==> config.mk <==
export PLATFORM = sky130hd
export DESIGN_NAME = ilx_unit
export DESIGN_NICKNAME = d
export VERILOG_FILES = /design/src/rtl/ilx_pkg.sv /design/src/rtl/ilx_decode.sv /design/src/rtl/ilx_lane_xor.sv /design/src/rtl/ilx_unit.sv
export SDC_FILE = /design/constraint.sdc
export NUM_CORES = 1
export LEC_CHECK = 0
export BUFFER_PORTS_ARGS = -buffer_cell sky130_fd_sc_hd__buf_2
export CAP_MARGIN = 30
export CORE_AREA = 2 2 222 224
export DETAILED_ROUTE_END_ITERATION = 10
export DIE_AREA = 0 0 224 226
export PLACE_DENSITY = 0.52
export SYNTH_ARGS = -nofsm -noshare
export SYNTH_HDL_FRONTEND = slang
export SYNTH_SLANG_ARGS = --single-unit
==> constraint.sdc <==
create_clock -name clk -period 2.9 [get_ports clk]
set_input_delay 0.87 -clock clk [delete_from_list [all_inputs] [get_ports clk]]
set_output_delay 0.87 -clock clk [all_outputs]
set_load 0.02 [all_outputs]
==> src/rtl/ilx_pkg.sv <==
package ilx_pkg;
  typedef enum logic [1:0] {
    ESZ_8  = 2'd0,
    ESZ_16 = 2'd1,
    ESZ_32 = 2'd2,
    ESZ_64 = 2'd3
  } esize_e;

  localparam logic [31:0] OPC_MASK  = 32'hFF20_F800;
  localparam logic [31:0] OPC_MATCH = 32'h4500_9000;

  typedef struct packed {
    logic       hit;
    esize_e     size;
    logic       odd;
    logic [4:0] rd;
    logic [4:0] rn;
    logic [4:0] rm;
  } dec_fields_t;
endpackage

==> src/rtl/ilx_decode.sv <==
module ilx_decode
  import ilx_pkg::*;
(
  input  logic [31:0] insn,
  output dec_fields_t fields
);
  always_comb begin
    fields.hit  = ((insn & OPC_MASK) == OPC_MATCH);
    fields.size = esize_e'(insn[23:22]);
    fields.odd  = insn[10];
    fields.rd   = insn[4:0];
    fields.rn   = insn[9:5];
    fields.rm   = insn[20:16];
  end

  // a hit always carries the fixed opcode byte
  always_comb begin
    if (fields.hit) assert_hit_opcode_R8: assert (insn[31:24] == 8'h45);
  end
endmodule

==> src/rtl/ilx_lane_xor.sv <==
module ilx_lane_xor
  import ilx_pkg::*;
#(
  parameter int VLEN = 128
) (
  input  logic [VLEN-1:0] a,
  input  logic [VLEN-1:0] b,
  input  logic [VLEN-1:0] old,
  input  esize_e          size,
  input  logic            odd,
  output logic [VLEN-1:0] res
);
  localparam int NSIZE = 4;

  logic [VLEN-1:0] cand [NSIZE];

  for (genvar s = 0; s < NSIZE; s++) begin : g_size
    localparam int W = 8 << s;
    logic [VLEN-1:0] v;
    for (genvar i = 0; i < VLEN; i++) begin : g_bit
      if (((i / W) % 2) == 1) begin : g_odd_lane
        assign v[i] = odd ? (a[i] ^ b[i-W]) : old[i];
      end else begin : g_even_lane
        assign v[i] = odd ? old[i] : (a[i] ^ b[i+W]);
      end
    end
    assign cand[s] = v;
  end

  always_comb begin
    unique case (size)
      ESZ_8:   res = cand[0];
      ESZ_16:  res = cand[1];
      ESZ_32:  res = cand[2];
      default: res = cand[3];
    endcase
  end
endmodule

==> src/rtl/ilx_unit.sv <==
module ilx_unit
  import ilx_pkg::*;
#(
  parameter int VLEN = 128
) (
  input  logic            clk,
  input  logic            rst,
  input  logic            in_valid,
  input  logic [1:0]      esize,
  input  logic            odd_sel,
  input  logic [VLEN-1:0] src_a,
  input  logic [VLEN-1:0] src_b,
  input  logic [VLEN-1:0] dst_old,
  output logic            out_valid,
  output logic [VLEN-1:0] dst_out,
  input  logic [31:0]     insn_word,
  output logic            dec_hit,
  output logic [1:0]      dec_esize,
  output logic            dec_odd,
  output logic [4:0]      dec_rd,
  output logic [4:0]      dec_rn,
  output logic [4:0]      dec_rm
);
  localparam int NBYTE = VLEN / 8;

  dec_fields_t     dfields;
  logic [VLEN-1:0] merged;
  logic [VLEN-1:0] dst_q;
  logic            vld_q;

  ilx_decode u_dec (
    .insn   (insn_word),
    .fields (dfields)
  );

  assign dec_hit   = dfields.hit;
  assign dec_esize = dfields.size;
  assign dec_odd   = dfields.odd;
  assign dec_rd    = dfields.rd;
  assign dec_rn    = dfields.rn;
  assign dec_rm    = dfields.rm;

  ilx_lane_xor #(.VLEN(VLEN)) u_xor (
    .a    (src_a),
    .b    (src_b),
    .old  (dst_old),
    .size (esize_e'(esize)),
    .odd  (odd_sel),
    .res  (merged)
  );

  always_ff @(posedge clk) begin
    if (rst) begin
      vld_q <= 1'b0;
      dst_q <= '0;
    end else begin
      vld_q <= in_valid;
      if (in_valid) dst_q <= merged;
    end
  end

  assign out_valid = vld_q;
  assign dst_out   = dst_q;

  assert_reset_clear_R7: assert property (@(posedge clk) disable iff (rst)
    $past(rst) |-> (!out_valid && dst_out == '0));

  assert_latency_R5: assert property (@(posedge clk) disable iff (rst)
    !$past(rst) |-> (out_valid == $past(in_valid)));

  assert_hold_R6: assert property (@(posedge clk) disable iff (rst)
    !in_valid |=> $stable(dst_out));

  for (genvar j = 0; j < NBYTE; j++) begin : g_keep_chk
    assert_keep_lane_R3: assert property (@(posedge clk) disable iff (rst)
      (!$past(rst) && $past(in_valid) && $past(esize) == 2'd0 &&
       $past(odd_sel) != (j % 2 == 1))
      |-> dst_out[j*8 +: 8] == $past(dst_old[j*8 +: 8]));
  end
endmodule

==> summary.md <==
| Metric | Value |
|---|---|
| Die H | `between 200 and 250 um` |
| Power per standard cell area | `~400 nW/um2` |
| Clock transition at the registers of the reported paths | `approximately 0.060 ns` |
| Final setup fails | `0` |
| RSZ-0062 raised after global routing | `false` |
| Final Skew | `0 ns` |
| Static Leakage | `about 7.6 nW` |
| DRC | `0` |
| I/O pin count | `570` |
| Maximum VDD drop | `approximately 0.42 mV` |
| Most frequent cells in the layout | `528 x buf_2, 228 x xnor2_1, 195 x nor2_1` |
| Post-route total power | `about 0.0072 W` |
| Least-Margin Pin Slew | `0.935 ns` |
| Cell mode on critical path | `buf_2` |
| Final hold violation count | `0` |
| CP Depth | `4` |
| Crit-path slowest cell | `or4b_2` |
| Cells after DPL | `about 2.8k` |
| Final design utilization | `0.372` |
| Cells after Synth | `1,802` |
| Routed WL per cell | `28.1 um` |
| Worst EP arrival | `roughly 2 ns` |
| Post-synth cell types | `71` |
| CP delay by family, top | `simple AND/OR/NAND/NOR gates` |
| Vias post-DR | `about 17k` |
| Vias in the first global route | `15.8k` |
| Synth Register Bits | `129` |
| Sequential element share of the synthesized area | `0.182` |
| Die area | `~51,000 um2` |
| Fraction of layout cells with a size suffix above 1 | `0.313` |
| WHS Path Cells | `2` |
| H-tree depth | `4` |
| Fin cells | `2,896` |
| Crit path largest cell delay | `approximately 0.65 ns` |
| Root buffer cell | `clkbuf_16` |
| Final HPWL DP | `around 63 mm` |
| Die Width | `224 um` |
| Final Instance Area | `approximately 18,000 um2` |
| Synth warnings | `0` |
| Reg2Reg Depth | `3` |
| CP Launch Type | `input pin` |
| Ys flop type | `dfxtp_1` |
| CTS Hold Buffers Added | `0` |
| Fillers | `between 5k and 6k` |
| Placer Congestion | `around 0.94` |
| Fin crit share | `0.989` |
| Worst Path Buf+Inv | `2` |
| Core footprint | `~48,000 um2` |
| Final Slew Violations | `0` |
| Initial core utilization | `0.294` |
| # nets final | `approximately 2.7k` |
| Status | `completed` |
| Post-CTS setup buffer count | `0` |
| Multi-input logic area | `about 10,000 um2` |
| WS Path Type | `input pin to output pin` |
| Routed vias/inst | `just under 6` |
| First-pass GRT wire length | `around 110 mm` |
| CP endpoint kind | `output pin` |
| PostCTS Resize Cnt | `0` |
| FP Rows | `81` |
| Post-synth EDFFs | `0` |
| CTS tree | `yes` |
| Routed Antenna Nets | `0` |
| Starting DRT DRC Count | `~1.5k` |
| # port buffers | `533` |
| Slew HR | `0.375` |
| Async S/R FF share, synth | `0` |
| Most common cell after layout, fill and taps aside | `buf_2` |
| DR pass1 iterations | `5` |
| Mapped Area | `roughly 14,000 um2` |
| GR Util All Layers | `0.312` |
| Largest net degree at the start of global routing | `roughly 100` |
| Area delta synth->final | `26.8%` |
| Net Count, Synth | `between 2k and 2.5k` |
| Number of max-cap violations | `0` |
| CTS Buf Count | `17` |
| Setup TNS | `0 ns` |
| Initial antenna violation count | `32` |
| Routed wire length | `just over 80 mm` |
| Skew-Pair Late Insertion Delay | `around 0.48 ns` |
| FF/Latch Area | `around 2600 um2` |
| FMAX | `349 MHz` |
| Critical Path RT | `roughly 2.0 ns` |
| CP max FO | `1` |
| CTS max path bufs | `2` |
| Grt ovf | `0` |
| DP Area | `17,400 um2` |
| Worst min path class | `register to register` |
| Post-Syn Area per Cell | `7.87 um2` |
| CTS Sinks | `129` |
| Minimum clock period | `about 2.9 ns` |
| CP cell instances | `buf_2 -> or4b_2 -> nor3_1 -> buf_2` |
-- final cells by class --
| cell class | instances | area share |
|---|---|---|
| repair buffers | 616 | 0.194 |
| well taps | 622 | 0.0432 |
| clock buffers | 25 | 0.0270 |
| diodes | 16 | 0.00222 |
| flip-flops and latches | 129 | 0.144 |
| clock inverters | 6 | 0.00445 |
| inverters | 29 | 0.00605 |
| multi-input cells | 1453 | 0.580 |
-- registers in the layout, indices dropped and copies added, names as in the netlist --
register   count
dst_out      128
out_valid      1
-- routing by layer --
| metal | track usage | wire length [um] |
|---|---|---|
| met4 | 0.137 | 3600 |
| met5 | 0 | 164 |
| met2 | 0.517 | 38000 |
| met3 | 0.0903 | 7660 |
| met1 | 0.374 | 31900 |
-- report_power, final --
part	internal, W	leakage [nW]	switching, W
logic	0.00114	6.28	0.00171
clock network	0.00132	0.281	0.000972
registers	0.00192	1.07	0.000104
-- per-stage QoR --
stage,setup slack [ns],hold slack [ns]
finish,0.0309,0.469
global route,0.0177,0.497
CTS,0.0114,0.475
detailed placement,0.0118,0.457
global placement,-0.0440,0.447
floorplan,0.0337,0.547
-- Yosys cell counts (22+ instances only) --
| cell type | count | area, um2 |
|---|---|---|
| clkbuf_1 | 58 | 218 |
| buf_1 | 22 | 82.6 |
| o221ai_1 | 27 | 236 |
| a211oi_1 | 85 | 638 |
| nand2_1 | 87 | 327 |
| nor2_1 | 195 | 732 |
| o21ai_0 | 72 | 360 |
| inv_1 | 28 | 105 |
| buf_2 | 60 | 300 |
| mux2_2 | 35 | 394 |
| mux2i_1 | 121 | 1210 |
| xor2_1 | 52 | 455 |
| o32ai_1 | 23 | 201 |
| nand3_1 | 28 | 140 |
| xnor2_1 | 228 | 2000 |
| dfxtp_1 | 129 | 2580 |
| a21oi_1 | 107 | 536 |
| a31oi_1 | 24 | 150 |
| buf_4 | 34 | 255 |
| nor2b_1 | 24 | 150 |
| a311oi_1 | 33 | 289 |
| a221oi_1 | 26 | 228 |
| o211ai_1 | 37 | 278 |
| o22ai_1 | 22 | 138 |
-- tightest hold or removal path, cell delays in order, from the launching register on --
cell and delay, ns:
dfxtp_1 0.33, a32oi_1 0.05, o21ai_0 0.06
-- kinds of logic after synthesis --
kind of cell           after synthesis  share of synthesized area
XOR/XNOR                           280                      0.173
multiplexers                       168                      0.128
AND/OR/NAND/NOR                    428                      0.141
flip-flops                         129                      0.182
buffers and inverters              220                     0.0829
AO/OA/AOI/OAI                      577                      0.293
-- path summary, 6_finish.rpt --
path                        startpoint  slack [ns]                         to
max                      insn_word[29]        0.03                    dec_hit
min          dst_out[120]$_SDFFE_PP0P_        0.47  dst_out[120]$_SDFFE_PP0P_
max reg2reg    dst_out[2]$_SDFFE_PP0P_        2.00    dst_out[2]$_SDFFE_PP0P_
min reg2reg  dst_out[120]$_SDFFE_PP0P_        0.47  dst_out[120]$_SDFFE_PP0P_
Power figures use the tool's default switching activity.
